### src/rtl/mbox_rx_pkg.sv
package mbox_rx_pkg;
  localparam logic [5:0] OFS_CHAN  = 6'h00;
  localparam logic [5:0] OFS_LO    = 6'h04;
  localparam logic [5:0] OFS_HI    = 6'h08;
  localparam logic [5:0] OFS_POP   = 6'h0C;
  localparam logic [5:0] OFS_CLR   = 6'h10;
  localparam logic [5:0] OFS_STAT  = 6'h14;
  localparam logic [5:0] OFS_ISTS  = 6'h18;
  localparam logic [5:0] OFS_IMSK  = 6'h1C;
  localparam logic [5:0] OFS_DEPTH = 6'h24;
  localparam int         MASK_W    = 5;
  localparam int         POS_W     = 8;
endpackage

### src/rtl/mbox_rx_store.sv
module mbox_rx_store #(
  parameter int DEPTH  = 8,
  parameter int CHAN_W = 3,
  parameter int DATA_W = 64,
  parameter int PTR_W  = 3
) (
  input  logic              clk,
  input  logic              rst_n,
  input  logic              push,
  input  logic [CHAN_W-1:0] push_chan,
  input  logic [DATA_W-1:0] push_data,
  input  logic              pop,
  input  logic              flush,
  output logic [PTR_W-1:0]  wr_ptr,
  output logic [PTR_W-1:0]  rd_ptr,
  output logic              full,
  output logic              empty,
  output logic [CHAN_W-1:0] head_chan,
  output logic [DATA_W-1:0] head_data
);
  localparam int ENT_W = CHAN_W + DATA_W;
  localparam logic [PTR_W-1:0] LAST = PTR_W'(DEPTH - 1);

  logic [ENT_W-1:0] mem [DEPTH];
  logic [PTR_W-1:0] wr_inc, rd_inc;

  assign wr_inc = (wr_ptr == LAST) ? '0 : wr_ptr + 1'b1;
  assign rd_inc = (rd_ptr == LAST) ? '0 : rd_ptr + 1'b1;
  assign empty  = (wr_ptr == rd_ptr) && !full;
  assign {head_chan, head_data} = mem[rd_ptr];

  always_ff @(posedge clk) begin
    if (push && !flush) mem[wr_ptr] <= {push_chan, push_data};
  end

  always_ff @(posedge clk or negedge rst_n) begin
    if (!rst_n) begin
      wr_ptr <= '0;
      rd_ptr <= '0;
      full   <= 1'b0;
    end else if (flush) begin
      wr_ptr <= '0;
      rd_ptr <= '0;
      full   <= 1'b0;
    end else begin
      if (push) wr_ptr <= wr_inc;
      if (pop)  rd_ptr <= rd_inc;
      if (push && !pop)      full <= (wr_inc == rd_ptr);
      else if (pop && !push) full <= 1'b0;
    end
  end

  // write position steps by one after a push
  a_r2_push_step: assert property (@(posedge clk) disable iff (!rst_n)
    (push && !flush && wr_ptr != LAST) |=> (wr_ptr == $past(wr_ptr) + 1'b1));
  // full queue without pop or clear keeps its write position
  a_r3_full_hold: assert property (@(posedge clk) disable iff (!rst_n)
    (full && !pop && !flush) |=> $stable(wr_ptr));
  // pop advances the read position
  a_r5_pop_step: assert property (@(posedge clk) disable iff (!rst_n)
    (pop && !flush && rd_ptr != LAST) |=> (rd_ptr == $past(rd_ptr) + 1'b1));
  // full only with equal positions
  a_r6_full_equal: assert property (@(posedge clk) disable iff (!rst_n)
    full |-> (wr_ptr == rd_ptr));
  // clear empties the queue
  a_r7_flush_zero: assert property (@(posedge clk) disable iff (!rst_n)
    flush |=> (wr_ptr == '0 && rd_ptr == '0 && !full));
endmodule

### src/rtl/mbox_rx_regs.sv
module mbox_rx_regs
  import mbox_rx_pkg::*;
#(
  parameter int DEPTH  = 8,
  parameter int CHAN_W = 3,
  parameter int PTR_W  = 3
) (
  input  logic              clk,
  input  logic              rst_n,
  input  logic              reg_we,
  input  logic [5:0]        reg_addr,
  input  logic [31:0]       reg_wdata,
  input  logic [PTR_W-1:0]  wr_ptr,
  input  logic [PTR_W-1:0]  rd_ptr,
  input  logic              full,
  input  logic              empty,
  input  logic [CHAN_W-1:0] head_chan,
  input  logic [63:0]       head_data,
  output logic [31:0]       reg_rdata,
  output logic              pop,
  output logic              flush,
  output logic              irq
);
  logic [MASK_W-1:0] mask_q;
  logic              ists_q;
  logic              ists_clr, ists_set;
  logic [POS_W-1:0]  wr_pos, rd_pos;

  assign wr_pos   = POS_W'(wr_ptr);
  assign rd_pos   = POS_W'(rd_ptr);
  assign pop      = reg_we && (reg_addr == OFS_POP) && reg_wdata[0] && !empty;
  assign flush    = reg_we && (reg_addr == OFS_CLR) && (reg_wdata == 32'd0);
  assign ists_clr = reg_we && (reg_addr == OFS_ISTS) && reg_wdata[0];
  assign ists_set = !empty && !mask_q[0];
  assign irq      = ists_q;

  always_ff @(posedge clk or negedge rst_n) begin
    if (!rst_n) begin
      mask_q <= '1;
      ists_q <= 1'b0;
    end else begin
      if (reg_we && reg_addr == OFS_IMSK) mask_q <= reg_wdata[MASK_W-1:0];
      ists_q <= (ists_q && !ists_clr) || ists_set;
    end
  end

  always_comb begin
    case (reg_addr)
      OFS_CHAN:  reg_rdata = empty ? 32'd0 : 32'(head_chan);
      OFS_LO:    reg_rdata = empty ? 32'd0 : head_data[31:0];
      OFS_HI:    reg_rdata = empty ? 32'd0 : head_data[63:32];
      OFS_STAT:  reg_rdata = {rd_pos, wr_pos, 15'd0, full};
      OFS_ISTS:  reg_rdata = {31'd0, ists_q};
      OFS_IMSK:  reg_rdata = 32'(mask_q);
      OFS_DEPTH: reg_rdata = 32'(DEPTH - 1);
      default:   reg_rdata = 32'd0;
    endcase
  end

  // non-empty and unmasked sets the status bit next cycle
  a_r10_irq_set: assert property (@(posedge clk) disable iff (!rst_n)
    (!empty && !mask_q[0]) |=> irq);
  // clear without a set condition drops the bit
  a_r10_irq_clear: assert property (@(posedge clk) disable iff (!rst_n)
    (ists_clr && (empty || mask_q[0])) |=> !irq);
  // masked or empty never raises a clear bit
  a_r11_mask_hold: assert property (@(posedge clk) disable iff (!rst_n)
    (!irq && (empty || mask_q[0])) |=> !irq);
endmodule

### src/rtl/mbox_rx_fifo.sv
module mbox_rx_fifo #(
  parameter int DEPTH  = 8,
  parameter int CHAN_W = 3
) (
  input  logic              clk,
  input  logic              rst_n,
  input  logic              in_valid,
  output logic              in_ready,
  input  logic [CHAN_W-1:0] in_chan,
  input  logic [63:0]       in_data,
  input  logic              reg_we,
  input  logic [5:0]        reg_addr,
  input  logic [31:0]       reg_wdata,
  output logic [31:0]       reg_rdata,
  output logic              irq
);
  localparam int PTR_W = (DEPTH > 1) ? $clog2(DEPTH) : 1;

  logic              push, pop, flush, full, empty;
  logic [PTR_W-1:0]  wr_ptr, rd_ptr;
  logic [CHAN_W-1:0] head_chan;
  logic [63:0]       head_data;

  assign in_ready = !full;
  assign push     = in_valid && in_ready;

  mbox_rx_store #(.DEPTH(DEPTH), .CHAN_W(CHAN_W), .DATA_W(64), .PTR_W(PTR_W)) u_store (
    .clk(clk), .rst_n(rst_n), .push(push), .push_chan(in_chan), .push_data(in_data),
    .pop(pop), .flush(flush), .wr_ptr(wr_ptr), .rd_ptr(rd_ptr), .full(full),
    .empty(empty), .head_chan(head_chan), .head_data(head_data)
  );

  mbox_rx_regs #(.DEPTH(DEPTH), .CHAN_W(CHAN_W), .PTR_W(PTR_W)) u_regs (
    .clk(clk), .rst_n(rst_n), .reg_we(reg_we), .reg_addr(reg_addr),
    .reg_wdata(reg_wdata), .wr_ptr(wr_ptr), .rd_ptr(rd_ptr), .full(full),
    .empty(empty), .head_chan(head_chan), .head_data(head_data),
    .reg_rdata(reg_rdata), .pop(pop), .flush(flush), .irq(irq)
  );

  // a full queue refuses transfers
  a_r3_no_accept: assert property (@(posedge clk) disable iff (!rst_n)
    (full && !pop && !flush) |=> !in_ready);
endmodule

### config.mk
export PLATFORM = sky130hd
export DESIGN_NAME = mbox_rx_fifo
export DESIGN_NICKNAME = d
export VERILOG_FILES = /design/src/rtl/mbox_rx_pkg.sv /design/src/rtl/mbox_rx_store.sv /design/src/rtl/mbox_rx_regs.sv /design/src/rtl/mbox_rx_fifo.sv
export SDC_FILE = /design/constraint.sdc
export NUM_CORES = 1
export LEC_CHECK = 0
export ABC_AREA = 1
export BUFFER_PORTS_ARGS = -buffer_cell sky130_fd_sc_hd__buf_2
export CELL_PAD_IN_SITES_DETAIL_PLACEMENT = 1
export CELL_PAD_IN_SITES_GLOBAL_PLACEMENT = 1
export CORE_MARGIN = 3
export CORE_UTILIZATION = 53
export DETAILED_ROUTE_END_ITERATION = 8
export PLACE_DENSITY = 0.9
export SKIP_LAST_GASP = 1
export SLEW_MARGIN = 40
export SYNTH_ARGS = -nofsm -noshare
export SYNTH_HDL_FRONTEND = slang
export SYNTH_SLANG_ARGS = --single-unit
### constraint.sdc
create_clock -name clk -period 9.5 [get_ports clk]
set_input_delay 0 -clock clk [delete_from_list [all_inputs] [get_ports clk]]
set_output_delay 0 -clock clk [all_outputs]
set_load 0.02 [all_outputs]
======== Word level (Yosys, flattened, before mapping) ========
Memories as Yosys holds them, arrays and structs flattened.
Cells that the tools add are included.
word-level totals
  flip-flop bits (word level) ............. 13
  memory bits (writable) .................. 536
  output and inout bits ................... 34
  word-level logic and storage cells ...... 63
  memories kept ........................... 1
memory list
  name         words  bits a word  rd ports  clocked after memory_dff  wr ports  RTL line             source
  u_store.mem  8      67           1         0                         1         mbox_rx_store.sv:24  logic [ENT_W-1:0] mem [DEPTH];
cells by class
  add/subtract/negate cells ............... 2
  equality and inequality tests ........... 12
  muxes and demuxes ....................... 15
  reductions and logical operators ........ 28
operators with widths
  operator                                              number
  case mux 32 bit (7 select lines)                      1
  two-way mux 32 bit                                    2
  logical NOT 32 bit                                    1
  equality test 6 x 5 -> 1 bit (second input constant)  4
  two-way mux 3 bit                                     7
  logical AND 1 bit                                     15
  equality test 6 x 4 -> 1 bit (second input constant)  2
  logical NOT 1 bit                                     7
  adder 3 x 1 -> 3 bit (second input constant)          2
  equality test 3 bit                                   2
  equality test 3 bit (second input constant)           2
  equality test 6 x 3 -> 1 bit (second input constant)  1
  equality test 6 bit (second input constant)           1
  logical NOT 6 bit                                     1
  two-way mux 1 bit                                     5
  nonzero test 2 bit                                    2
  nonzero test 3 bit                                    1
  logical OR 1 bit                                      1

======== Longest topological paths before layout ========
  depth in word-level cells ............... 8
  mapped depth ............................ 14
  mapped depth without buffers ............ 12

======== Cells and area by module ========
A second synthesis with hierarchy kept.
second synthesis, totals
  cell total of the unflattened synthesis .. 2,621
  area, all modules ....................... 24,905.1 um^2
by module, submodules not included
  module         times used  cells an instance  area each (um^2)  sequential area each (um^2)
  mbox_rx_store  1           2,390              23,722.8          16,270.6
  mbox_rx_regs   1           228                1,168.6           156.4
  mbox_rx_fifo   1           3                  13.8              0.0

======== Worst setup path after synthesis ========
Ideal clock, no wire load.
  path kind ............................... register to register
  start ................................... register u_store.full
  end ..................................... memory u_store.mem[0][0] (netlist name), enable pin
  setup time .............................. 492 ps
  data arrival time ....................... 3,741 ps
  slack ................................... 5,266 ps
  cell stages (with the launch flop) ...... 6
  path buffers ............................ 0
  clock period less this slack ............ 4,234 ps
  path through ............................ dfrtp_1 inv_1 nand2_1 inv_1 nand2_2 nor2_1
between the ends
  cells in the longest elaborated chain, start to end .. 5
RTL lines
  what                                     RTL line             source
  start: declaration                       mbox_rx_store.sv:16  output logic full,
  start signal: assignment                 mbox_rx_store.sv:48  if (push && !pop) full <= (wr_inc == rd_ptr);
  logical NOT 1 bit                        mbox_rx_fifo.sv:24   assign in_ready = !full;
  net in_ready                             mbox_rx_fifo.sv:8    output logic in_ready,
  logical AND 1 bit                        mbox_rx_fifo.sv:25   assign push = in_valid && in_ready;
  logical AND 1 bit                        mbox_rx_store.sv:33  if (push && !flush) mem[wr_ptr] <= {push_chan, push_data};
  two-way mux 1 bit                        mbox_rx_store.sv:33
  two-way mux 1 bit (not written as such)  mbox_rx_store.sv:33
  end: declaration                         mbox_rx_store.sv:24
The timed path passes the listed nets, and every way through them passes these cells.

======== Worst setup path in the final report ========
  start ................................... register u_store.rd_ptr[1]
  end ..................................... output port reg_rdata[28]
between the ends
  cells in the longest elaborated chain, start to end .. 4
  elaborated cells on any way between the ends .. 6
  classes of those cells .................. eq/ne: 1; mux: 3; reduce/logical: 1; memory: 1
RTL lines
  what                                                                              RTL line             source
  start: declaration                                                                mbox_rx_store.sv:15  output logic [PTR_W-1:0] rd_ptr,
  start signal: assignment                                                          mbox_rx_store.sv:47  if (pop) rd_ptr <= rd_inc;
  parallel branches: the longest is 3 deep, another holds memory read (8 x 67 bit)  --
  case mux 32 bit (7 select lines) (*)                                              mbox_rx_regs.sv:48   case (reg_addr)
  end: declaration                                                                  mbox_rx_fifo.sv:14   output logic [31:0] reg_rdata,
Every way passes the cells marked *.

==> results by group <==
Route
  – Routed Antenna Nets: 0
  – Iteration-0 DRC Markers: ~1700
  – Via density: 6.102
  – DR DRC count: 0
  – Detailed-routing iteration count for the pre-antenna-repair pass: 6
  – Routed Wire Length: between 70000 and 80000 um
  – Routed wire length per instance: 26.03 um
  – Via Count: 16740

Yosys
  – Summed instance area of the synthesized netlist: between 20000 and 25000 sq um
  – Primary flip-flop cell chosen by synthesis mapping: sky130_fd_sc_hd__edfxtp_1
  – Post-synthesis area per instance: 11.73 sq um
  – Async set-or-reset flop fraction in the synthesized netlist: 2.368%
  – Number of synthesis warnings: 0
  – Syn Inst Count: 1948
  – Count of distinct cell types in the synthesized netlist: 34
  – Post-synth net total: between 2000 and 2500
  – Share of the synthesized area in the top cell type: 70.44%
  – Flop and latch count out of synthesis: 549
  – Leading area contributor after synthesis: sky130_fd_sc_hd__edfxtp_1
  – Cell types occupying the most area after synthesis: sky130_fd_sc_hd__edfxtp_1, sky130_fd_sc_hd__nand2_1, sky130_fd_sc_hd__nand3_1
  – Number of synthesized flops with an enable pin: 536
  – Part of the Yosys area used for sequential elements: 71.89%

Timing
  – Worst relative slew slack: about 45%
  – Unrepaired setup endpoints after global routing: false
  – Actual slew at the worst max-slew pin: 0.8214 ns
  – Minimum clock period after layout: 4.446 ns
  – Ratio of final minimum period to clock period: 46.80%
  – Slew Viols, Final: 0
  – Count of final hold-check violations: 0
  – Total of endpoints with negative setup slack in the final report: 0
  – Peak Freq: 224.9 MHz
  – Worst hold slack across all endpoints: 0.1003 ns
  – Total Neg Setup Slack: 0 ns
  – Max Clock Skew: 0.02759 ns

Floorplanning
  – Chip width: between 200 and 250 um
  – Number of cell rows: 75
  – Die Y: 213.6 um
  – Top-level I/O count: 143
  – Area of the core: 42230 sq um
  – Die Area: 45640 sq um
  – Initial Util: between 50% and 60%

Pwr
  – Post-layout power: 0.006273 W
  – Power per cell area: 236.3 nW/um^2
  – Worst-case vdd ir drop: 187.8 uV
  – Leakage power summed over all cells: 9.788 nW

Critical path
  – Critical path required time: 9.50 ns
  – Number of cell instances on the worst register-to-register path: 13
  – Gate family responsible for the most delay along the worst path: buffers and inverters
  – Cell depth of the worst setup path: 9
  – Cell chain of the critical path: buf_12 -> buf_6 -> nand2_1 -> o21ai_1 -> nor2_1 -> nand2_2 -> inv_2 -> a21oi_1 -> buf_2
  – Kind of end point of the critical path: output pin
  – Crit Path Max Fanout: 75
  – Data arrival time at the worst-slack endpoint: 4.45 ns
  – Critical path start-end classification: register to output pin
  – Total buffers and inverters traversed by the critical path: 4
  – Delay contributed by the slowest stage of the critical path: 0.75 ns
  – Critical-path top delay cell: sky130_fd_sc_hd__dfrtp_4
  – Critical path startpoint category: register

Global route
  – Global routing met2 resource utilization: roughly 55%
  – Via count of the first global-routing pass: 18160
  – Global-route congestion overflow total: 0
  – Highest-utilization routing layer at the global route stage: met2
  – Global routing met1 resource utilization: 36.85%
  – Global-route wire length before repair: 104900 um
  – Met3 Resource Use GR: approximately 4.9%
  – Maximum number of pins on one net before global-route repair: 108
  – Overall global routing resource usage: 30.61%
  – Antenna violations before repair: 4

Min path
  – Hold Crit Depth: 7
  – Path type of the worst min-delay path: primary input to register

Finish
  – Fraction of layout cells with a size suffix above 1: 12.81%
  – Layout overhead on the synthesized area: 16.18%
  – Highest-count cells in the layout ignoring fill and taps: sky130_fd_sc_hd__nand2_1, sky130_fd_sc_hd__edfxtp_1, sky130_fd_sc_hd__nand3_1
  – Fin util: 62.87%
  – Final Net Count: 2269
  – Most common library cell in the layout ignoring fill and taps: sky130_fd_sc_hd__nand2_1
  – Fill cells: 4251

Clock network
  – CTS tree: yes
  – Buffers from clock root to sink, at most: 3
  – Cts bufs inserted: 54
  – Root buffer cell: sky130_fd_sc_hd__clkbuf_16
  – Number of sinks driven by the clock tree: 549
  – H-tree depth: 2
  – Number of cells upsized or downsized after cts: 0
  – Clock input transition at the sequential cells of the worst setup and hold paths: 0.06 ns
  – Clock network latency to the later pin of the worst-skew pair: around 0.62 ns

Placed design
  – DP Wirelength: around 39000 um
  – Buffers on Ports: 142
  – Final Wtd Congestion: 0.7842

Outcome
  – Outcome: completed

Flow run
  – Count of maximum capacitance violations: 0
## path summary, 6_finish.rpt
check                                  start                end  slack, ns
max in group asynchronous              rst_n  u_store.rd_ptr[1]       8.07
hold reg to reg                 u_store.full       u_store.full       0.60
min in group asynchronous              rst_n   u_regs.mask_q[1]       0.51
setup / recovery           u_store.rd_ptr[1]      reg_rdata[28]       5.05
hold / removal                 reg_wdata[22]  u_store.wr_ptr[0]       0.10
setup reg to reg           u_store.rd_ptr[1]       u_store.full       5.74
## cells by family after synthesis
logic type	Yosys count	share of synthesized area (%)
muxes	4	0.2629
DFF	549	71.89
and+or+nand+nor	1162	21.76
adders and majority gates	5	0.2738
buffers and inverters	150	3.970
AOI/OAI and AO/OA	74	1.692
xor gates and xnor gates	4	0.1533
## through the flow
step	cell area, sq um	setup WS [ns]	std cells
after floorplan	22850	5.266	1948
after global placement	23660	5.283	2529
after detailed placement	23710	5.645	2530
after CTS	26390	5.002	2735
after global routing	26540	4.831	2743
final	26550	5.054	2744
## flip-flops by register name, indices dropped and copies added, names as in the netlist
register and cells:
u_regs.irq 1, u_regs.mask_q 5, u_store.wr_ptr 3, u_store.full 1
u_store.rd_ptr 3, u_store.mem 536
## layout make-up
class / instances / area [sq um] / area share, %
antenna: 4 / 10.01 / 0.03771
clock buffer: 65 / 1393 / 5.246
clock inverter: 37 / 259.0 / 0.9756
inverter: 31 / 126.4 / 0.4760
multi-input combinational: 1249 / 5575 / 21.00
sequential: 549 / 16440 / 61.91
tap: 539 / 674.4 / 2.540
timing repair buffer: 270 / 2073 / 7.810
## power breakdown
part           internal, W  switching (W)  total [W]
logic             0.000274       0.000813    0.00109
registers          0.00302       0.000113    0.00314
clock network      0.00113       0.000922    0.00205
## Yosys cell counts (8+ instances only)
master / n
sky130_fd_sc_hd__edfxtp_1: 536
sky130_fd_sc_hd__clkbuf_1: 9
sky130_fd_sc_hd__o21ai_0: 38
sky130_fd_sc_hd__buf_2: 54
sky130_fd_sc_hd__nand2_1: 624
sky130_fd_sc_hd__dfrtp_1: 8
sky130_fd_sc_hd__nand4_1: 21
sky130_fd_sc_hd__a21oi_1: 25
sky130_fd_sc_hd__inv_1: 25
sky130_fd_sc_hd__nor2_1: 114
sky130_fd_sc_hd__buf_6: 18
sky130_fd_sc_hd__nand3_1: 386
sky130_fd_sc_hd__buf_4: 32
## worst register-to-register path: cells and delay by family (launching register included)
| kind | cells | cell delay [ns] |
|---|---|---|
| buffers and inverters | 3 | 0.99 |
| DFF | 1 | 0.75 |
| AOI/OAI and AO/OA | 2 | 0.29 |
| adders and majority gates | 1 | 0.36 |
| and+or+nand+nor | 7 | 1.28 |
## per-layer routing
layer | share of wire [%] | wire length [um]
met5 | 0.013 | 9
met2 | 52 | 37130
met1 | 37 | 26730
met3 | 6.5 | 4649
met4 | 4.1 | 2912
## what timing repair did
action,CTS,global route
endpoints found under the hold margin,562,0
buffers inserted,0,0
hold buffers,103,0
No activity file was read; power rests on OpenSTA's default activity.
